$ cat src/rtl/spi_lane_pkg.sv
package spi_lane_pkg;

    typedef enum logic [1:0] {
        W_SINGLE = 2'd0,
        W_DUAL   = 2'd1,
        W_QUAD   = 2'd2
    } width_e;

    typedef enum logic [1:0] {
        ST_IDLE = 2'd0,
        ST_LOW  = 2'd1,
        ST_HIGH = 2'd2
    } phase_e;

    localparam logic [3:0] IDLE_DRIVE = 4'b1101;
    localparam logic [3:0] IDLE_OE    = 4'b1101;

    // Command bytes follow the four-lane command setting; data bytes follow mode.
    function automatic width_e pick_width(logic [1:0] mode, logic is_cmd, logic qcmd);
        width_e w;
        if (is_cmd) begin
            w = qcmd ? W_QUAD : W_SINGLE;
        end else begin
            case (mode)
                2'd1:    w = W_DUAL;
                2'd2:    w = W_QUAD;
                default: w = W_SINGLE;
            endcase
        end
        return w;
    endfunction

    function automatic logic [2:0] last_group(width_e w);
        logic [2:0] n;
        case (w)
            W_DUAL:  n = 3'd3;
            W_QUAD:  n = 3'd1;
            default: n = 3'd7;
        endcase
        return n;
    endfunction

endpackage

$ cat src/rtl/spi_lane_timer.sv
module spi_lane_timer #(
    parameter int HALF_DIV = 2
) (
    input  logic clk,
    input  logic rst_n,
    input  logic run,
    output logic half_end
);
    localparam int CW = (HALF_DIV > 1) ? $clog2(HALF_DIV) : 1;
    localparam logic [CW-1:0] TOP = CW'(HALF_DIV - 1);

    logic [CW-1:0] cnt_q;

    assign half_end = run && (cnt_q == TOP);

    always_ff @(posedge clk) begin
        if (!rst_n || !run || half_end) begin
            cnt_q <= '0;
        end else begin
            cnt_q <= cnt_q + 1'b1;
        end
    end
endmodule

$ cat src/rtl/spi_lane_map.sv
module spi_lane_map
    import spi_lane_pkg::*;
(
    input  width_e      width,
    input  logic        rx_dir,
    input  logic [7:0]  tx_sr,
    input  logic [7:0]  rx_sr,
    input  logic [3:0]  lane_in,
    output logic [3:0]  drive,
    output logic [3:0]  oe,
    output logic [7:0]  tx_next,
    output logic [7:0]  rx_next
);
    always_comb begin
        drive   = IDLE_DRIVE;
        oe      = IDLE_OE;
        tx_next = tx_sr;
        rx_next = rx_sr;
        unique case (width)
            W_SINGLE: begin
                oe      = 4'b1101;
                drive   = {2'b11, 1'b0, rx_dir ? 1'b1 : tx_sr[7]};
                tx_next = {tx_sr[6:0], 1'b0};
                rx_next = {rx_sr[6:0], lane_in[1]};
            end
            W_DUAL: begin
                oe      = rx_dir ? 4'b1100 : 4'b1111;
                drive   = rx_dir ? 4'b1100 : {2'b11, tx_sr[7], tx_sr[6]};
                tx_next = {tx_sr[5:0], 2'b00};
                rx_next = {rx_sr[5:0], lane_in[1], lane_in[0]};
            end
            W_QUAD: begin
                oe      = rx_dir ? 4'b0000 : 4'b1111;
                drive   = rx_dir ? 4'b0000 : tx_sr[7:4];
                tx_next = {tx_sr[3:0], 4'b0000};
                rx_next = {rx_sr[3:0], lane_in};
            end
            default: begin
                drive = IDLE_DRIVE;
            end
        endcase
    end
endmodule

$ cat src/rtl/spi_lane_shifter.sv
module spi_lane_shifter
    import spi_lane_pkg::*;
#(
    parameter int HALF_DIV = 2
) (
    input  logic       clk,
    input  logic       rst_n,
    input  logic       start,
    input  logic [1:0] mode,
    input  logic       rx_dir,
    input  logic       cmd_phase,
    input  logic       quad_cmd,
    input  logic [7:0] tx_byte,
    input  logic [3:0] lane_in,
    output logic       sck,
    output logic [3:0] lane_out,
    output logic [3:0] lane_oe,
    output logic       busy,
    output logic       done,
    output logic [7:0] rx_byte
);
    phase_e     state_q, state_d;
    width_e     width_q;
    logic       dir_q;
    logic [7:0] tx_sr_q, rx_sr_q;
    logic [2:0] grp_q;
    logic       done_q;
    logic [7:0] rx_q;

    logic       half_end;
    logic       is_last;
    logic [3:0] map_drive, map_oe;
    logic [7:0] tx_next, rx_next;

    spi_lane_timer #(.HALF_DIV(HALF_DIV)) u_timer (
        .clk      (clk),
        .rst_n    (rst_n),
        .run      (state_q != ST_IDLE),
        .half_end (half_end)
    );

    spi_lane_map u_map (
        .width   (width_q),
        .rx_dir  (dir_q),
        .tx_sr   (tx_sr_q),
        .rx_sr   (rx_sr_q),
        .lane_in (lane_in),
        .drive   (map_drive),
        .oe      (map_oe),
        .tx_next (tx_next),
        .rx_next (rx_next)
    );

    assign is_last = (grp_q == last_group(width_q));

    // next-state logic
    always_comb begin
        state_d = state_q;
        unique case (state_q)
            ST_IDLE: if (start)    state_d = ST_LOW;
            ST_LOW:  if (half_end) state_d = ST_HIGH;
            ST_HIGH: if (half_end) state_d = is_last ? ST_IDLE : ST_LOW;
            default:               state_d = ST_IDLE;
        endcase
    end

    // state register
    always_ff @(posedge clk) begin
        if (!rst_n) state_q <= ST_IDLE;
        else        state_q <= state_d;
    end

    // datapath and output registers
    always_ff @(posedge clk) begin
        if (!rst_n) begin
            width_q <= W_SINGLE;
            dir_q   <= 1'b0;
            tx_sr_q <= '0;
            rx_sr_q <= '0;
            grp_q   <= '0;
            done_q  <= 1'b0;
            rx_q    <= '0;
        end else begin
            done_q <= 1'b0;
            if (state_q == ST_IDLE && start) begin
                width_q <= pick_width(mode, cmd_phase, quad_cmd);
                dir_q   <= rx_dir;
                tx_sr_q <= tx_byte;
                rx_sr_q <= '0;
                grp_q   <= '0;
            end else if (state_q == ST_HIGH && half_end) begin
                tx_sr_q <= tx_next;
                rx_sr_q <= rx_next;
                grp_q   <= grp_q + 3'd1;
                if (is_last) begin
                    done_q <= 1'b1;
                    if (dir_q) rx_q <= rx_next;
                end
            end
        end
    end

    assign busy     = (state_q != ST_IDLE);
    assign sck      = (state_q == ST_HIGH);
    assign lane_out = busy ? map_drive : IDLE_DRIVE;
    assign lane_oe  = busy ? map_oe : IDLE_OE;
    assign done     = done_q;
    assign rx_byte  = rx_q;
endmodule

$ cat config.mk
export PLATFORM = sky130hd
export DESIGN_NAME = spi_lane_shifter
export DESIGN_NICKNAME = d
export VERILOG_FILES = /design/src/rtl/spi_lane_pkg.sv /design/src/rtl/spi_lane_timer.sv /design/src/rtl/spi_lane_map.sv /design/src/rtl/spi_lane_shifter.sv
export SDC_FILE = /design/constraint.sdc
export NUM_CORES = 1
export LEC_CHECK = 0
export BUFFER_PORTS_ARGS = -buffer_cell sky130_fd_sc_hd__buf_2
export CAP_MARGIN = 20
export CELL_PAD_IN_SITES_DETAIL_PLACEMENT = 0
export CELL_PAD_IN_SITES_GLOBAL_PLACEMENT = 2
export CORE_ASPECT_RATIO = 0.5
export CORE_MARGIN = 2
export CORE_UTILIZATION = 30
export DETAILED_ROUTE_END_ITERATION = 8
export GPL_TIMING_DRIVEN = 0
export PLACE_DENSITY = 0.76
export SETUP_SLACK_MARGIN = 0.2
export SLEW_MARGIN = 5
export SYNTH_ARGS = -nofsm -noshare
export SYNTH_HDL_FRONTEND = slang
export SYNTH_SLANG_ARGS = --single-unit
$ cat constraint.sdc
create_clock -name clk -period 2.2 [get_ports clk]
set_clock_uncertainty 0.2 [all_clocks]
set_input_delay 0.44 -clock clk [delete_from_list [all_inputs] [get_ports clk]]
set_output_delay 0.44 -clock clk [all_outputs]
set_load 0.02 [all_outputs]
Word level (Yosys, flattened, before mapping)
Index checks and enable logic that the tools add are counted.

Output and inout port bits: 19. Register bits: 34. Bits of input ports: 20. Logic and storage cells: 64.

Bitwise logic cells: 3. Equality and inequality tests: 10. Reductions and logical operators: 17. $add $sub $neg: 2. Muxes and demuxes: 23.

Operator list (count): $pmux 8 s3 (2); $mux 4 (4); $mux 8 (2); $mux 2 (7); $pmux 4 s3 (1); $pmux 4 s2 (1); $eq 2x1->1 const B (3); $eq 2x2->1 const B (3); $pmux 2 s3 (1); $pmux 3 s2 (1); $logic_not 2->1 (2); $ne 2x2->1 const B (2); $pmux 2 s2 (1); $reduce_and 4->1 (1); $reduce_bool 2->1 (2); $reduce_bool 4->1 (1); $add 3x1->3 const B (1); $eq 3x3->1 (1); $logic_and 1x1->1 (3); $mux 1 (3); $not 1->1 (3); $reduce_and 3->1 (1); $reduce_or 3->1 (1); $logic_not 1->1 (2); other kinds (5) (6).

Logic depth before layout (Yosys ltp)
Word-level depth: 6. Gate-level depth with buffers: 7. Mapped depth without buffers: 5.

Modules after synthesis
From an unflattened synthesis, not the netlist that was laid out.

Cells, all modules: 256. Area, all modules: 2048.2 um^2.

Modules (own cells, without submodules): spi_lane_shifter (area an instance 1473.9 um^2, cells each 175, seq. area each 660.6 um^2, instances 1); spi_lane_map (area an instance 538.0 um^2, cells each 78, seq. area each 0.0 um^2, instances 1); spi_lane_timer (area an instance 36.3 um^2, cells each 3, seq. area each 20.0 um^2, instances 1).

Worst setup path after synthesis
OpenSTA, ideal clock, no wires.

Path kind: register -> output. From: reg width_q[0]. To: out lane_oe[3]. Path buffers: 3. Cell stages (with the launch flop): 8. Arrival: 1.845 ns. Path slack: -0.285 ns. Data required time: 1.560 ns. Cells stage by stage: dfxtp_1 inv_1 ha_1 buf_4 clkbuf_1 o21ai_0 a211o_1 buf_4.

Longest elaborated chain between the ends: 3. Elaborated cells between the ends (all ways): 4. Those cells by class: 2 x eq/ne; 2 x mux.

Ends and longest elaborated chain: start: declaration (RTL line spi_lane_shifter.sv:23) `width_e width_q;`; start signal: assignment (RTL line spi_lane_shifter.sv:86) `width_q <= pick_width(mode, cmd_phase, quad_cmd);`; $eq 2x2->1 / $eq 2x1->1 (equally long branches) (RTL line spi_lane_map.sv:19) `unique case (width)`; $pmux 4 s2 (*) (RTL line spi_lane_map.sv:19); $mux 4 (*) (RTL line spi_lane_shifter.sv:106) `assign lane_oe = busy ? map_oe : IDLE_OE;`; end: declaration (RTL line spi_lane_shifter.sv:17) `output logic [3:0] lane_oe,`.

Every way passes the cells marked *; elsewhere a longest branch is shown, timed or not.

Worst setup path in the final report
From: reg width_q[0]. To: out lane_out[2].

Longest elaborated chain between the ends: 3. Elaborated cells between the ends (all ways): 5. Those cells by class: 2 x eq/ne; 2 x mux; 1 x reduce/logical.

Ends and longest elaborated chain: $eq 2x2->1, or another cell as far along (RTL line spi_lane_map.sv:19); $pmux 4 s3 (*) (RTL line spi_lane_map.sv:19); $mux 4 (*) (RTL line spi_lane_shifter.sv:105) `assign lane_out = busy ? map_drive : IDLE_DRIVE;`; end: declaration (RTL line spi_lane_shifter.sv:16) `output logic [3:0] lane_out,`.

Marks and branches as above.

==> flow_summary.ini <==
[status]
run_status = finished, violations left
violations = negative setup slack

[drt]
num_vias = 2036
drtPass1Iterations = 8
routed_via_density = 5.17
drt-total-wl_um = 6350
detail_route.wl_per_cell_um = 16.1
drt-initial-drc-count = 131
drc_errors = 0
number_of_nets_still_failing_antenna_checks_after_routing = 0

[die]
start_util_pct = 31.1
dieWidth_um = 122
dieHeight_um = 63.1
placeableCoreArea_sq_um = 6730
core.rowCount = 21
die-area_sq_um = 7700
io_pins = 39

[worst_setup_path]
startpoint_type = register
cells_along_the_critical_path = inv_4 > ha_4 > clkbuf_16 > or4_4 > a21o_1 > buf_6
crit_path_class = register to primary output
endpoint_kind = primary output
path_delay_family = simple AND/OR/NAND/NOR gates
ff2ff_path_depth = 9
crit_slowest_cell = sky130_fd_sc_hd__or4_4
worstReg2RegStart = width_q[1]
critical_path_s_largest_stage_delay_ns = 0.49
critical_path_required_time_ns = 1.56
buf_inv_stages_crit_path = 3
cp_max_fo = 4
reg2reg_to = tx_sr_q[7]
worst_path_arrival_time_ns = 1.80
regToRegSetupSlack_ns = 0.12

[cells_and_area]
most-common-layout-cells = sky130_fd_sc_hd__buf_2 (35), sky130_fd_sc_hd__dfxtp_1 (32), sky130_fd_sc_hd__nand2_1 (25)
ff_latch_area_sq_um = 688
nNetsFinal = 328
antennaDiodeCount = 0
final.fill_count = 696
fin_cells = 394
area_growth_pct = 40.5
layout_commonest_cell = sky130_fd_sc_hd__buf_2
fin_util_pct = 43.7
final_layout_size_suffix_gt1_share_pct = 35.4
area_of_the_multi_input_gates_sq_um = 1370

[hold_path]
hold_path_class = input pin to register
whs_path_depth = 3
worst_hold_endpoint = dir_q
timing.hold.worst.start = rx_dir

[cts]
clk_transition_reported_paths_ns = 0.05
total_cts_buffers = 5
clkLatencyLatePin_ns = 0.28
cts_htree_levels = 2
cts.root.buffer_cell = sky130_fd_sc_hd__clkbuf_16
clock_tree.buffer_depth = 2
cts_tree = yes
tritoncts_num_sinks = 34

[timing]
holdWs_ns = 0.207
slew_viol_final = 0
timing.final.setup_violations = 7
timing.final.crit_share_pct = 111
max_freq_ghz = 0.410
finalHoldViolCount = 0
period_minus_slack_ns = 2.44
tightest_slew_ns = 0.679
tns_ns = -0.886
timing.slew.headroom_pct = 54.8
rsz_0062_raised_after_global_routing = yes
post-route-worst-setup-slack_ns = -0.242

[yosys]
yosys_warnings = 0
syn_inst = 239
syn-num-nets = 266
post_synth_edffs = 0
netlist-cell-type-count = 46
synth.cell_area_sq_um = 2090
synth_sequential_area_ratio_pct = 32.5
dominantRegCellSynth = sky130_fd_sc_hd__dfxtp_1
synth_area_per_cell_sq_um = 8.76
ys_seq_elements = 34
async_flop_share_pct = 0

[place]
dp_worst_setup_slack_ns = -0.181
globalplace.congestion = 0.810
place.port_buffers = 38
post-place-cells = 369
post-dp-hpwl_um = 4420

[global_routing]
antenna_found_initial = 0
grt_remaining_overflow = 0
first_pass_grt_wire_length_um = 10200
grt.total_usage_pct = 17.2
grt_start_max_net_pins = 12
grt_pass1_vias = 1989

[run]
cap_viol_max_count = 0

[pwr]
irDropWorstVdd_uv = 281
leakage_nw = 1.14
power.density_nw_per_um2 = 594
[state kept, by name, summed over array words and instances, names as in the netlist]
register       cells
u_timer.cnt_q      1
rx_sr_q            8
done               1
grp_q              3
state_q            2
dir_q              1
rx_byte            8
tx_sr_q            8
width_q            2
[worst min-delay path, stage by stage]
cell                      delay [ns]
sky130_fd_sc_hd__buf_2          0.09
sky130_fd_sc_hd__nand2_1        0.05
sky130_fd_sc_hd__a21oi_1        0.05
[where the power goes]
part           leakage, nW  switching [mW]  total [mW]  internal (mW)
clock               0.0729           0.275       0.724          0.448
combinational        0.791           0.188       0.363          0.175
sequential           0.278          0.0236       0.660          0.636
[routing by layer]
layer  part of all wire [%]  global-route usage (%)
met1                     48                    23.3
met4                   0.58                    2.87
met5                      0                       0
met2                     47                    28.4
met3                    4.4                    3.80
[layout make-up]
type                       instances  share of cell area [%]
multi-input combinational        176                    46.6
sequential                        34                    23.4
timing repair buffer              55                    13.0
buffer                            23                    7.02
clock buffer                       6                    4.72
tap                               92                    3.91
inverter                           6                   0.936
clock inverter                     2                   0.426
[worst max-delay path by stage]
stage,from,endpoint,slack [ns],cells after the start
floorplan,width_q[0],lane_oe[3],0.04,7
global placement,width_q[0],lane_out[3],-0.15,6
detailed placement,width_q[0],lane_out[2],-0.18,6
CTS,width_q[1],lane_out[2],-0.24,6
global route,width_q[1],lane_out[2],-0.27,6
finish,width_q[0],lane_out[2],-0.24,6
[synth_stat cells, types with 5 or more instances]
master | instances | area [sq um]
sky130_fd_sc_hd__mux2i_1 | 9 | 90.1
sky130_fd_sc_hd__ha_1 | 7 | 87.6
sky130_fd_sc_hd__inv_1 | 6 | 22.5
sky130_fd_sc_hd__a211o_1 | 17 | 149
sky130_fd_sc_hd__a21oi_1 | 13 | 65.1
sky130_fd_sc_hd__buf_2 | 7 | 35.0
sky130_fd_sc_hd__nor2_1 | 11 | 41.3
sky130_fd_sc_hd__and3b_1 | 5 | 43.8
sky130_fd_sc_hd__a222oi_1 | 6 | 60.1
sky130_fd_sc_hd__clkbuf_1 | 12 | 45.0
sky130_fd_sc_hd__a211oi_1 | 6 | 45.0
sky130_fd_sc_hd__nor2b_1 | 13 | 81.3
sky130_fd_sc_hd__nand2_1 | 25 | 93.8
sky130_fd_sc_hd__o211ai_1 | 8 | 60.1
sky130_fd_sc_hd__dfxtp_1 | 34 | 681
sky130_fd_sc_hd__a22oi_1 | 7 | 52.6
[per-stage QoR]
stage | cell area [sq um] | power, mW
2_1_floorplan | 2140 | 0.864
3_5_place_dp | 2440 | 0.952
5_1_grt | 2940 | 1.83
3_3_place_gp | 2440 | 0.952
4_1_cts | 2850 | 1.73
6_report | 2940 | 1.75
[logic make-up after synthesis]
logic type,after synthesis,synth area share [%]
compound gates,80,29.8
xor+xnor,4,2.39
fa+ha+maj,7,4.18
buf+inv,29,6.34
flops,34,32.5
mux,9,4.30
simple gates,76,20.5
[timing repair]
item	in CTS	in global routing
endpoints found under the setup margin	23	26
buffers inserted	13	4
pin swaps	8	10
resized for setup	39	18
hold buffers	0	0
Note: power is estimated with default switching activity, not from simulation.
